==> config.mk <==
export PLATFORM = sky130hd
export DESIGN_NAME = zero_mute_ctrl
export DESIGN_NICKNAME = d
export VERILOG_FILES = /design/src/rtl/zmute_pkg.sv /design/src/rtl/zd_channel.sv /design/src/rtl/zd_outreg.sv /design/src/rtl/zero_mute_ctrl.sv
export SDC_FILE = /design/constraint.sdc
export NUM_CORES = 1
export LEC_CHECK = 0
export BUFFER_PORTS_ARGS = -buffer_cell sky130_fd_sc_hd__buf_4
export CORE_MARGIN = 5
export CORE_UTILIZATION = 40
export CTS_CLUSTER_DIAMETER = 80
export DETAILED_ROUTE_END_ITERATION = 6
export GPL_ROUTABILITY_DRIVEN = 0
export PLACE_DENSITY_LB_ADDON = 0.05
export SLEW_MARGIN = 20
export SYNTH_ARGS = -nofsm -noshare
export SYNTH_HDL_FRONTEND = slang
export SYNTH_SLANG_ARGS = --single-unit
==> constraint.sdc <==
create_clock -name clk -period 3 [get_ports clk]
set_input_delay 0.3 -clock clk [delete_from_list [all_inputs] [get_ports clk]]
set_output_delay 0.3 -clock clk [all_outputs]
set_load 0.02 [all_outputs]
==> src/rtl/zmute_pkg.sv <==
package zmute_pkg;

    // Per-channel silence run state
    typedef enum logic [1:0] {
        ZD_IDLE = 2'd0,   // run count is zero
        ZD_RUN  = 2'd1,   // 0 < count < threshold
        ZD_HIT  = 2'd2    // count >= threshold, flag low
    } zd_state_e;

    localparam int unsigned NUM_CH = 2;

endpackage

==> src/rtl/zd_channel.sv <==
module zd_channel
    import zmute_pkg::*;
#(
    parameter int unsigned DATA_W    = 16,
    parameter int unsigned SHORT_RUN = 2500,
    parameter int unsigned LONG_RUN  = 12500
) (
    input  logic              clk,
    input  logic              rst_n,
    input  logic              smp_stb,
    input  logic              init_n,
    input  logic              run_sel,
    input  logic [DATA_W-1:0] smp,
    output logic              flag_n
);

    localparam int unsigned MAX_RUN = (LONG_RUN > SHORT_RUN) ? LONG_RUN : SHORT_RUN;
    localparam int unsigned CW      = $clog2(MAX_RUN + 1);
    localparam logic [CW-1:0] THR_S = CW'(SHORT_RUN);
    localparam logic [CW-1:0] THR_L = CW'(LONG_RUN);

    zd_state_e       st_q, st_d;
    logic [CW-1:0]   cnt_q, cnt_d;
    logic [CW-1:0]   thr;
    logic            is_zero;

    assign thr     = run_sel ? THR_L : THR_S;
    assign is_zero = (smp == '0);

    // Run counter: advance on zero strobes, saturate, clear on data or init
    always_comb begin
        cnt_d = cnt_q;
        if (!init_n) begin
            cnt_d = '0;
        end else if (smp_stb) begin
            if (!is_zero) begin
                cnt_d = '0;
            end else if (cnt_q < thr) begin
                cnt_d = cnt_q + 1'b1;
            end
        end
    end

    // Next-state logic
    always_comb begin
        st_d = st_q;
        unique case (st_q)
            ZD_IDLE: begin
                if (cnt_d != '0) begin
                    st_d = (cnt_d >= thr) ? ZD_HIT : ZD_RUN;   // start / direct
                end
            end
            ZD_RUN: begin
                if (cnt_d == '0) begin
                    st_d = ZD_IDLE;                            // break
                end else if (cnt_d >= thr) begin
                    st_d = ZD_HIT;                             // reach / shorten
                end
            end
            ZD_HIT: begin
                if (cnt_d == '0) begin
                    st_d = ZD_IDLE;                            // break
                end else if (cnt_d < thr) begin
                    st_d = ZD_RUN;                             // lengthen
                end
            end
            default: st_d = ZD_IDLE;
        endcase
    end

    // State and count registers
    always_ff @(posedge clk or negedge rst_n) begin
        if (!rst_n) begin
            st_q  <= ZD_IDLE;
            cnt_q <= '0;
        end else begin
            st_q  <= st_d;
            cnt_q <= cnt_d;
        end
    end

    // Output decode
    always_comb begin
        flag_n = (st_q != ZD_HIT);
    end

endmodule

==> src/rtl/zd_outreg.sv <==
module zd_outreg #(
    parameter int unsigned DATA_W = 16
) (
    input  logic              clk,
    input  logic              rst_n,
    input  logic              smp_stb,
    input  logic              force_zero,
    input  logic [DATA_W-1:0] smp_in,
    output logic [DATA_W-1:0] smp_out
);

    always_ff @(posedge clk or negedge rst_n) begin
        if (!rst_n) begin
            smp_out <= '0;
        end else if (force_zero) begin
            smp_out <= '0;
        end else if (smp_stb) begin
            smp_out <= smp_in;
        end
    end

endmodule

==> src/rtl/zero_mute_ctrl.sv <==
module zero_mute_ctrl
    import zmute_pkg::*;
#(
    parameter int unsigned DATA_W    = 16,
    parameter int unsigned SHORT_RUN = 2500,
    parameter int unsigned LONG_RUN  = 12500
) (
    input  logic              clk,
    input  logic              rst_n,
    input  logic              smp_stb,
    input  logic [DATA_W-1:0] smp_l,
    input  logic [DATA_W-1:0] smp_r,
    input  logic              run_sel,
    input  logic              mute_req,
    input  logic              init_n,
    output logic              flag_l_n,
    output logic              flag_r_n,
    output logic [DATA_W-1:0] out_l,
    output logic [DATA_W-1:0] out_r
);

    logic [DATA_W-1:0] smp_a  [NUM_CH];
    logic [DATA_W-1:0] out_a  [NUM_CH];
    logic              flag_a [NUM_CH];
    logic              force_zero;

    assign smp_a[0]   = smp_l;
    assign smp_a[1]   = smp_r;
    assign force_zero = mute_req | ~init_n;

    for (genvar ch = 0; ch < NUM_CH; ch++) begin : g_ch
        zd_channel #(
            .DATA_W    (DATA_W),
            .SHORT_RUN (SHORT_RUN),
            .LONG_RUN  (LONG_RUN)
        ) u_det (
            .clk     (clk),
            .rst_n   (rst_n),
            .smp_stb (smp_stb),
            .init_n  (init_n),
            .run_sel (run_sel),
            .smp     (smp_a[ch]),
            .flag_n  (flag_a[ch])
        );

        zd_outreg #(
            .DATA_W (DATA_W)
        ) u_out (
            .clk        (clk),
            .rst_n      (rst_n),
            .smp_stb    (smp_stb),
            .force_zero (force_zero),
            .smp_in     (smp_a[ch]),
            .smp_out    (out_a[ch])
        );
    end

    assign flag_l_n = flag_a[0];
    assign flag_r_n = flag_a[1];
    assign out_l    = out_a[0];
    assign out_r    = out_a[1];

endmodule

# == Word-level counts from Yosys, hierarchy flattened ==
# Cells that the tools add are included.
# op_classes
n_addsub,2
mul,0
n_div,0
n_lt_le_gt_ge,6
eq_ne,12
shifts,0
mux,27
bitwise_logic,2
n_reduce_logical,11
# op_table
op,count
two-way mux 14 bit,9
two-way mux 16 bit,4
less-than comparator 14 bit,4
logical NOT 16 bit,2
"adder 14 x 1 -> 14 bit, second input constant",2
greater-or-equal comparator 14 bit,2
logical NOT 14 bit,2
nonzero test 14 bit,2
two-way mux 2 bit,12
"inequality test 3 x 1 -> 1 bit, second input constant",4
one-hot mux 2 bit (3 select lines),2
AND reduction 3 bit,2
"== test 2 x 1 -> 1 bit, second input constant",2
"== test 2 bit, second input constant",2
logical NOT 2 bit,2
"inequality test 2 x 1 -> 1 bit, second input constant",2
"inequality test 2 bit, second input constant",2
nonzero test 2 bit,1
inverter 1 bit,1
bitwise OR 1 bit,1
# totals
ff_bits,64
latchBits,0
mem_bits_rw,0
mem_bits_ro,0
input_bits,38
out_inout_bits,34
word_cells,66
n_memories,0

# == Longest topological paths before layout ==
# Gate-level depths: netlist of the first run.
# depth
depth_word,10
ltp_mapped,14
mapped_depth_nobuf,13

# == Cells and area by module ==
# From an unflattened synthesis of the first run, not the netlist that was laid out.
# hier_totals
cells_unflattened,403
area_unflattened_um2,4091.4
# modules_own_cells
mod,instances,cells_per_inst,area_each_um2,seq_area_each_um2
zd_channel at g_ch[0].u_det,1,154,1410.1,400.4
zd_channel at g_ch[1].u_det,1,144,1353.8,400.4
zd_outreg,2,52,660.6,400.4
zero_mute_ctrl,1,1,6.3,0.0

# == Worst setup path after synthesis of the first run ==
# Ideal clock, no wire load.
# synth_path
path_type,input port to flip-flop
startpoint,input port run_sel
endpoint,register g_ch[0].u_det.st_q[1]
setup_time_ps,66
t_arrival_ps,3293
t_required_ps,2934
path_slack_ps,-359
cell_stages,14
n_path_buf,2
cell_sequence,inv_1 ha_1 o21ai_1 a2111oi_4 buf_6 or3_1 clkbuf_1 or4_1 a21oi_1 ha_1 nand4_1 or4_1 and3_1 and3b_1
# synth_between
elab_chain_len,10
word_cells_on_any_way,19
classes_between,order compare: 3; eq/ne: 3; mux: 10; reduce/logical: 3
# synth_rtl
item,line,source
"start, declared",zero_mute_ctrl.sv:13,"input logic run_sel,"
two-way mux 14 bit *,zd_channel.sv:27,assign thr = run_sel ? THR_L : THR_S;
less-than comparator 14 bit *,zd_channel.sv:38,end else if (cnt_q < thr) begin
two-way mux 14 bit *,zd_channel.sv:38,
two-way mux 14 bit *,zd_channel.sv:36,if (!is_zero) begin
two-way mux 14 bit *,zd_channel.sv:35,end else if (smp_stb) begin
two-way mux 14 bit *,zd_channel.sv:33,if (!init_n) begin
net g_ch[0].u_det.cnt_d[11],zd_channel.sv:23,"logic [CW-1:0] cnt_q, cnt_d;"
greater-or-equal comparator 14 bit,"zd_channel.sv:50, zd_channel.sv:56",
two-way mux 2 bit,zd_channel.sv:50,st_d = (cnt_d >= thr) ? ZD_HIT : ZD_RUN;
two-way mux 2 bit,zd_channel.sv:49,if (cnt_d != '0) begin
one-hot mux 2 bit (3 select lines),zd_channel.sv:47,unique case (st_q)
"end signal, assigned",zd_channel.sv:77,st_q <= st_d;
"end, declared",zd_channel.sv:22,"zd_state_e st_q, st_d;"
# The timed path passes the listed nets; every way through them passes the cells marked *. The select of a mux whose other input is x is not followed.
# A chain may end at the register's enable or synchronous reset.

# == Worst setup path after layout of the first run ==
# layout_path
startpoint,register g_ch[0].u_det.cnt_q[12]
endpoint,register g_ch[0].u_det.st_q[1]
# layout_between
elab_chain_len,9
word_cells_on_any_way,19
classes_between,add/sub: 1; order compare: 3; eq/ne: 3; mux: 9; reduce/logical: 3
# layout_rtl
item,line,source
"start, declared",zd_channel.sv:23,
"start signal, assigned",zd_channel.sv:78,cnt_q <= cnt_d;
less-than comparator 14 bit *,zd_channel.sv:38,
two-way mux 14 bit *,zd_channel.sv:38,
two-way mux 14 bit *,zd_channel.sv:36,
two-way mux 14 bit *,zd_channel.sv:35,
two-way mux 14 bit *,zd_channel.sv:33,
net g_ch[0].u_det.cnt_d[4],zd_channel.sv:23,
greater-or-equal comparator 14 bit,"zd_channel.sv:50, zd_channel.sv:56",
two-way mux 2 bit,zd_channel.sv:50,
two-way mux 2 bit,zd_channel.sv:49,
one-hot mux 2 bit (3 select lines),zd_channel.sv:47,
# Marked as above.

==> results of run 1 <==
[metrics by stage]
step | setup WS, ns | setup TNS (ns) | cells | instance area [µm²]
2_1_floorplan | -0.233 | -0.511 | 374 | 3790
3_3_place_gp | -0.283 | -1.05 | 593 | 4800
3_5_place_dp | -0.336 | -1.28 | 593 | 4800
4_1_cts | -0.0985 | -0.177 | 611 | 5060
5_1_grt | -0.210 | -0.553 | 619 | 5280
6_report | -0.0778 | -0.135 | 619 | 5280
[sequential cells by signal (all words and copies together) (netlist names)]
name,cells
g_ch.u_det.cnt_q,28
g_ch.u_det.st_q,4
g_ch.u_out.smp_out,32
[worst max path at each step]
stage               slack (ns)                           endpoint                         startpoint  depth (start not counted)
detailed placement       -0.34  g_ch[1].u_det.st_q[0]$_DFFE_PN0P_                            run_sel                         14
CTS                       -0.1  g_ch[0].u_det.st_q[1]$_DFFE_PN0P_  g_ch[0].u_det.cnt_q[11]$_DFF_PN0_                         11
finish                   -0.08  g_ch[0].u_det.st_q[1]$_DFFE_PN0P_  g_ch[0].u_det.cnt_q[12]$_DFF_PN0_                         12
global route             -0.21  g_ch[0].u_det.st_q[1]$_DFFE_PN0P_  g_ch[0].u_det.cnt_q[12]$_DFF_PN0_                         12
floorplan                -0.23  g_ch[0].u_det.st_q[1]$_DFFE_PN0P_                            run_sel                         14
global placement         -0.28  g_ch[1].u_det.st_q[0]$_DFFE_PN0P_                            run_sel                         14
[cells in the mapped netlist, types with 3 or more instances]
cell type,count,area (µm²)
sky130_fd_sc_hd__or4_1,5,37.5
sky130_fd_sc_hd__and3_1,6,37.5
sky130_fd_sc_hd__nor3_1,9,45.0
sky130_fd_sc_hd__nand3_1,7,35.0
sky130_fd_sc_hd__nor4_1,18,113
sky130_fd_sc_hd__inv_1,5,18.8
sky130_fd_sc_hd__and4_1,4,35.0
sky130_fd_sc_hd__nand2_1,18,67.6
sky130_fd_sc_hd__nand4_1,12,75.1
sky130_fd_sc_hd__o31ai_1,6,45.0
sky130_fd_sc_hd__xor2_1,3,26.3
sky130_fd_sc_hd__nor4b_1,3,26.3
sky130_fd_sc_hd__a21oi_1,9,45.0
sky130_fd_sc_hd__ha_1,22,275
sky130_fd_sc_hd__mux2i_1,33,330
sky130_fd_sc_hd__clkbuf_1,16,60.1
sky130_fd_sc_hd__nor2_1,56,210
sky130_fd_sc_hd__a21boi_0,3,22.5
sky130_fd_sc_hd__xnor2_1,16,140
sky130_fd_sc_hd__o21ai_0,6,30.0
sky130_fd_sc_hd__nand2b_1,3,18.8
sky130_fd_sc_hd__dfrtp_1,64,1600
[logic make-up (layout without fill, tap and decap cells)]
family	count (synthesis)	count (layout)	share of synthesized area [%]
DFF	64	64	42.9
adders and majority gates	22	22	7.37
muxes	35	35	9.75
xor gates and xnor gates	19	19	4.46
AOI/OAI and AO/OA	48	48	9.48
buffers and inverters	26	160	3.18
and+or+nand+nor	160	160	22.9
[power groups by stage]
stage / clock network (mW) / registers, mW / logic, mW
after global placement: 0 / 0.904 / 0.223
after detailed placement: 0 / 0.904 / 0.226
after global routing: 0.868 / 0.890 / 0.260
after CTS: 0.824 / 0.888 / 0.229
after floorplan: 0 / 0.920 / 0.0848
final: 0.802 / 0.888 / 0.233
[layout make-up]
type,instances,area (µm²)
sequential,64,1600
fill,801,3870
tap,111,139
clock buffer,11,151
clock inverter,5,62.6
timing repair buffer,139,1050
multi-input combinational,284,2250
inverter,5,22.5
[worst reg2reg max path, delay by kind of cell (launching register included)]
kind / cells / cell delay, ns
simple gates: 6 / 1.13
xor+xnor: 1 / 0.13
flops: 1 / 0.44
buf+inv: 1 / 0.19
compound gates: 2 / 0.54
fa+ha+maj: 2 / 0.59
[per-layer routing]
layer  up-vias  track usage, %  routed length, µm
met3         9            5.42                718
met2        96            27.2               4460
met1      1616            26.8               4860
li1       1637               -                  -
met5         -               0                  0
met4         0            4.75                 91
[what timing repair did]
item	4_1_cts	5_1_grt
endpoints found under the setup margin	4	4
pin swaps	7	18
resized for setup	7	24
setup buffers	2	8
==> summary.md, run 1 <==
| Metric | Value |
|---|---|
| Run status | `complete, but fails checks` |
| Violations in the final reports | `negative setup slack` |
| Top cell family by delay on the critical path | `simple AND/OR/NAND/NOR gates` |
| Syn-to-layout area delta | `41.4%` |
| Critical Path Max Stage Delay | `0.50 ns` |
| Most common cell after layout, fill and taps aside | `sky130_fd_sc_hd__buf_4` |
| Switching share of total power | `26.1%` |
| Starting DRC count in detailed routing | `142` |
| Cell row count | `35` |
| Fraction of final layout cells sized beyond drive strength 1 | `38.4%` |
| Maximum number of pins on one net before global-route repair | `65` |
| Area of the die | `0.0114 mm²` |
| Critical path data required time | `3.28 ns` |
| Tcrit/Tclk final | `103%` |
| Antenna violations before repair | `0` |
| All-Layer GR Usage | `18.5%` |
| Critical Path End Type | `flop` |
| Post-synthesis net count | `434` |
| Fraction of registers with async set/reset | `100%` |
| Fmax | `325 MHz` |
| Buffering stage count on the worst path with inverters included | `1` |
| #FFs+latches synth | `64` |
| Count of cell types in the netlist | `56` |
| Floorplan Core Area | `0.00915 mm²` |
| Worst IR drop on VDD | `0.245 mV` |
| Die width | `107 µm` |
| Setup slack of the most critical reg-to-reg path | `-0.08 ns` |
| Internal power consumption | `1.42 mW` |
| Cell at the slowest stage of the critical path | `sky130_fd_sc_hd__or4_1` |
| Path category of the worst min-delay check | `in -> async` |
| Total CTS buffers | `9` |
| Clock sink count | `64` |
| Via count of the routed design | `3358` |
| Kind of start point of the critical path | `flop` |
| Post-synthesis instance total | `374` |
| Mapped cell area | `0.00373 mm²` |
| Number of cell instances on the worst register-to-register path | `12` |
| Crit Reg-Reg Endpoint | `g_ch[0].u_det.st_q[1]$_DFFE_PN0P_` |
| Mean instance size in the synthesized netlist | `9.98 µm²` |
| Number of max-cap violations | `0` |
| Routed length per instance | `16.4 µm` |
| Combinational share of power | `12.1%` |
| Number of buffers inserted for hold repair after clock tree synthesis | `0` |
| Total Power Consumption | `1.92 mW` |
| CTS tree | `built` |
| Via-to-Cell Ratio | `5.42` |
| Vertical die dimension | `107 µm` |
| WHS | `0.0514 ns` |
| Worst-Margin Slew | `0.821 ns` |
| Count of buffers inserted at the top-level ports | `71` |
| Final Max Slew Viols | `0` |
| Sequential share of power | `46.2%` |
| Reported net switching power | `0.503 mW` |
| Arrival time of data at the critical path endpoint | `3.35 ns` |
| CP Max Fanout | `4` |
| Number of remaining DRC errors | `0` |
| Reg2Reg Launch Point | `g_ch[0].u_det.cnt_q[12]$_DFF_PN0_` |
| Library cell used as clock root buffer | `sky130_fd_sc_hd__clkbuf_8` |
| Pwr Density | `364 mW/mm²` |
| Via count of the first global-routing pass | `3382` |
| Sequential fraction of the synthesis area | `42.9%` |
| Setup WS post-layout | `-0.0778 ns` |
| Detailed Routing Iterations Pass 1 | `4` |
| Clock tree skew after final layout | `0.0101 ns` |
| Antenna Cells | `0` |
| Overflow after GRT | `0` |
| Yosys warns | `0` |
| Count of endpoints failing setup in the final report | `2` |
| EDFF count, synth | `0` |
| Maximum buffer depth of the clock tree | `2` |
| Top flip-flop cell by instance count after synthesis | `sky130_fd_sc_hd__dfrtp_1` |
| Number of antenna-violating nets in the routed design | `0` |
| Hold Violations, Final | `0` |
| Global-route wire length before repair | `16.9 mm` |
| Final critical path time including I/O delays and setup | `3.08 ns` |
| RSZ-0062 raised after global routing | `true` |
| Static power due to leakage | `2.50 nW` |
| Clock latency reported for the late side of the worst-skew pair | `0.34 ns` |
| Initial core utilization | `40.8%` |
| Max-Slew Margin vs Limit | `45.3%` |
| Crit path cell chain | `ha_4 -> nand4_1 -> a2111oi_4 -> buf_4 -> nor4_2 -> xnor2_1 -> nor2_1 -> ha_1 -> a311oi_1 -> or4_1 -> and3_1 -> and3b_1` |
| Boundary Pins | `72` |
| Layout net count | `563` |
| Clock network fraction of total power | `41.7%` |
| HPWL after detailed placement | `7.45 mm` |
| Final core utilization | `57.7%` |
| Total detailed-routing wirelength | `10.1 mm` |
| Commonest non-fill, non-tap cells in the layout | `138 x sky130_fd_sc_hd__buf_4, 64 x sky130_fd_sc_hd__dfrtp_1, 55 x sky130_fd_sc_hd__nor2_1` |
| Clock transition at the registers of the reported paths | `0.08 ns` |
| H-tree depth | `3` |
| Worst Path Class, Setup | `reg -> reg` |
(Power assumes the default switching activity.)
==> run 2, diff against run 1 <==
--- a/config.mk
+++ b/config.mk
@@ -12,6 +12,7 @@
 export DETAILED_ROUTE_END_ITERATION = 6
 export GPL_ROUTABILITY_DRIVEN = 0
 export PLACE_DENSITY_LB_ADDON = 0.05
+export RECOVER_POWER = 50
 export SLEW_MARGIN = 20
 export SYNTH_ARGS = -nofsm -noshare
 export SYNTH_HDL_FRONTEND = slang
==> run 2 against run 1 <==
  * The run ends with max-capacitance violations, max-slew violations, negative setup slack left
  * Sequential share of layout area about the same
  * Clock-buffer cell count unchanged
  * Die area unchanged
  * Clock skew about the same
  * Utilization decreased by 0.068 points
  * Clock power about the same
  * Cell count unchanged
  * Sequential power about the same
  * Final area decreased by 0.12%
  * Total power about the same
  * Combinational power about the same
  * Critical path type unchanged
  * Largest cell class unchanged
==> summary.md, run 2 (synthesized netlist as in run 1, its figures left out) <==
| Metric | Value |
|---|---|
| Run status | `complete, but fails checks` |
| Violations in the final reports | `max-capacitance violations, max-slew violations, negative setup slack` |
| Flip-flop count of the largest register after layout | `32 (unchanged)` |
| Layout net count | `563 (unchanged)` |
| CP Max Fanout | `4 (unchanged)` |
| Combinational share of power | `12.1% (about the same)` |
| Worst IR drop on VDD | `0.245 mV (about the same)` |
| Boundary Pins | `72 (unchanged)` |
| Maximum buffer depth of the clock tree | `2 (unchanged)` |
| All-Layer GR Usage | `18.5% (unchanged)` |
| Logic depth of the worst path, buffers included | `12 (unchanged)` |
| Die width | `107 µm (unchanged)` |
| Crit path cell chain | `ha_4 -> nand4_1 -> a2111oi_4 -> buf_4 -> nor4_2 -> xnor2_1 -> nor2_1 -> ha_1 -> a311oi_1 -> or4_1 -> and3_1 -> and3b_1` |
| Initial core utilization | `40.8% (unchanged)` |
| Worst slack after detailed placement | `-0.336 ns (unchanged)` |
| Filler instances | `801 (unchanged)` |
| Sum Neg Setup Slack | `-0.136 ns (-0.000430 ns)` |
| Max-Slew Margin vs Limit | `-8.43% (-54 points)` |
| Kind of start point of the critical path | `flop` |
| Top cell family by delay on the critical path | `simple AND/OR/NAND/NOR gates` |
| Worst Path Class, Setup | `reg -> reg` |
| Reported net switching power | `0.504 mW (+0.15%)` |
| Switching share of total power | `26.2% (+0.042 points)` |
| Critical path data required time | `3.28 ns (about the same)` |
| Most common cell after layout, fill and taps aside | `sky130_fd_sc_hd__buf_4` |
| Via-to-Cell Ratio | `5.43 (about the same)` |
| Clock tree skew after final layout | `0.00986 ns (-0.000265 ns)` |
| Clock latency reported for the late side of the worst-skew pair | `0.34 ns (about the same)` |
| Antenna violations before repair | `0 (unchanged)` |
| Total detailed-routing wirelength | `10.1 mm (+0.21%)` |
| Setup WS post-layout | `-0.0780 ns (-0.000216 ns)` |
| Critical Path Max Stage Delay | `0.50 ns (about the same)` |
| Critical Path End Type | `flop` |
| Post-route non-filler standard cell count | `619 (unchanged)` |
| Detailed Routing Iterations Pass 1 | `4 (unchanged)` |
| Hold Violations, Final | `0 (unchanged)` |
| Clock network fraction of total power | `41.7% (about the same)` |
| Maximum number of pins on one net before global-route repair | `65 (unchanged)` |
| Combined area of the multi-input logic cells | `0.00225 mm² (unchanged)` |
| Path category of the worst min-delay check | `in -> reg` |
| Final Max Slew Viols | `65 (+65)` |
| Overflow after GRT | `0 (unchanged)` |
| Via count of the routed design | `3359 (+0.030%)` |
| Cell at the slowest stage of the critical path | `sky130_fd_sc_hd__or4_1` |
| Number of remaining DRC errors | `0 (unchanged)` |
| Global-route wire length before repair | `16.9 mm (unchanged)` |
| Total CTS buffers | `9 (unchanged)` |
| Starting DRC count in detailed routing | `142 (unchanged)` |
| CTS tree | `built` |
| Largest register by flop count | `g_ch.u_out.smp_out` |
| Hold Crit Depth | `3` |
| Clock transition at the registers of the reported paths | `0.08 ns (about the same)` |
| Buffering stage count on the worst path with inverters included | `1 (unchanged)` |
| Vertical die dimension | `107 µm (unchanged)` |
| WHS | `0.208 ns (+0.157 ns)` |
| Floorplan Core Area | `0.00915 mm² (unchanged)` |
| Number of cell instances on the worst register-to-register path | `12 (unchanged)` |
| Total Power Consumption | `1.92 mW (about the same)` |
| Number of antenna-violating nets in the routed design | `0 (unchanged)` |
| Number of cells after detailed placement | `593 (unchanged)` |
| Number of buffers inserted for hold repair after clock tree synthesis | `0 (unchanged)` |
| Largest regs | `g_ch.u_out.smp_out (32), g_ch.u_det.cnt_q (28), g_ch.u_det.st_q (4)` |
| Area of the die | `0.0114 mm² (unchanged)` |
| Commonest non-fill, non-tap cells in the layout | `136 x sky130_fd_sc_hd__buf_4, 64 x sky130_fd_sc_hd__dfrtp_1, 55 x sky130_fd_sc_hd__nor2_1` |
| Sequential share of power | `46.2% (about the same)` |
| Tcrit/Tclk final | `103% (about the same)` |
| H-tree depth | `3 (unchanged)` |
| Fmax | `325 MHz (about the same)` |
| Clock sink count | `64 (unchanged)` |
| Count of endpoints failing setup in the final report | `2 (unchanged)` |
| Antenna Cells | `0 (unchanged)` |
| Final critical path time including I/O delays and setup | `3.08 ns (+0.000216 ns)` |
| Pwr Density | `365 mW/mm² (+0.11%)` |
| Worst-Margin Slew | `1.63 ns (+0.806 ns)` |
| Static power due to leakage | `2.49 nW (-0.17%)` |
| Library cell used as clock root buffer | `sky130_fd_sc_hd__clkbuf_8` |
| Cell row count | `35 (unchanged)` |
| Internal power consumption | `1.42 mW (about the same)` |
| Count of buffers inserted at the top-level ports | `71 (unchanged)` |
| HPWL after detailed placement | `7.45 mm (unchanged)` |
| RSZ-0062 raised after global routing | `true` |
| Number of max-cap violations | `1 (+1)` |
| Via count of the first global-routing pass | `3382 (unchanged)` |
| Total area of sequential cells | `0.00160 mm² (unchanged)` |
| Syn-to-layout area delta | `41.2%` |
| Routed length per instance | `16.4 µm (+0.21%)` |
| Arrival time of data at the critical path endpoint | `3.35 ns (about the same)` |
| Fraction of final layout cells sized beyond drive strength 1 | `38.2% (-0.20 points)` |
run 2: final timing paths:
| kind | startpoint | endpoint | slack (ns) |
|---|---|---|---|
| hold reg to reg | g_ch[1].u_out.smp_out[14]$_DFFE_PN0P_ | g_ch[1].u_out.smp_out[14]$_DFFE_PN0P_ | 0.53 |
| setup reg to reg | g_ch[0].u_det.cnt_q[12]$_DFF_PN0_ | g_ch[0].u_det.st_q[1]$_DFFE_PN0P_ | -0.08 |
| max in group asynchronous | rst_n | g_ch[0].u_det.cnt_q[10]$_DFF_PN0_ | 1.67 |
| setup / recovery | g_ch[0].u_det.cnt_q[12]$_DFF_PN0_ | g_ch[0].u_det.st_q[1]$_DFFE_PN0P_ | -0.08 |
| hold / removal | smp_r[9] | g_ch[1].u_out.smp_out[9]$_DFFE_PN0P_ | 0.21 |
| min in group asynchronous | rst_n | g_ch[1].u_det.cnt_q[6]$_DFF_PN0_ | 0.36 |
run 2: repair_timing:
action / 4_1_cts / 5_1_grt
setup buffers: 2 / 8
setup endpoints to repair: 4 / 4
pin swaps: 7 / 18
gates resized for setup: 7 / 24
endpoints found under the hold margin: 0 / 0
run 2: tightest hold or removal path, stage by stage:
cell                      delay [ns]
sky130_fd_sc_hd__buf_4          0.08
sky130_fd_sc_hd__mux2i_1        0.06
sky130_fd_sc_hd__nor2_1         0.07
run 2: metrics by stage:
stage	instance area (µm²)	utilization, %
after global placement	4800	52.4
after detailed placement	4800	52.4
after floorplan	3790	-
after global routing	5270	57.6
final	5270	57.6
after CTS	5060	55.3
run 2: layout make-up:
cell class / count / area share [%]
multi-input combinational: 284 / 42.7
sequential: 64 / 30.4
timing repair buffer: 139 / 19.7
clock buffer: 11 / 2.87
tap: 111 / 2.63
clock inverter: 5 / 1.19
inverter: 5 / 0.427
run 2: power groups by stage:
| stage | combinational [mW] | sequential, mW | clock (mW) |
|---|---|---|---|
| after CTS | 0.229 | 0.888 | 0.824 |
| final | 0.233 | 0.888 | 0.803 |
| after floorplan | 0.0848 | 0.920 | 0 |
| after global routing | 0.259 | 0.891 | 0.868 |
| after global placement | 0.223 | 0.904 | 0 |
| after detailed placement | 0.226 | 0.904 | 0 |
run 2: per-layer routing:
layer	global-route usage (%)	vias to the layer above	part of all wire [%]
li1	-	1639	-
met1	26.8	1613	48
met2	27.2	98	44
met3	5.42	9	7.0
met4	4.75	0	0.90
met5	0	-	0
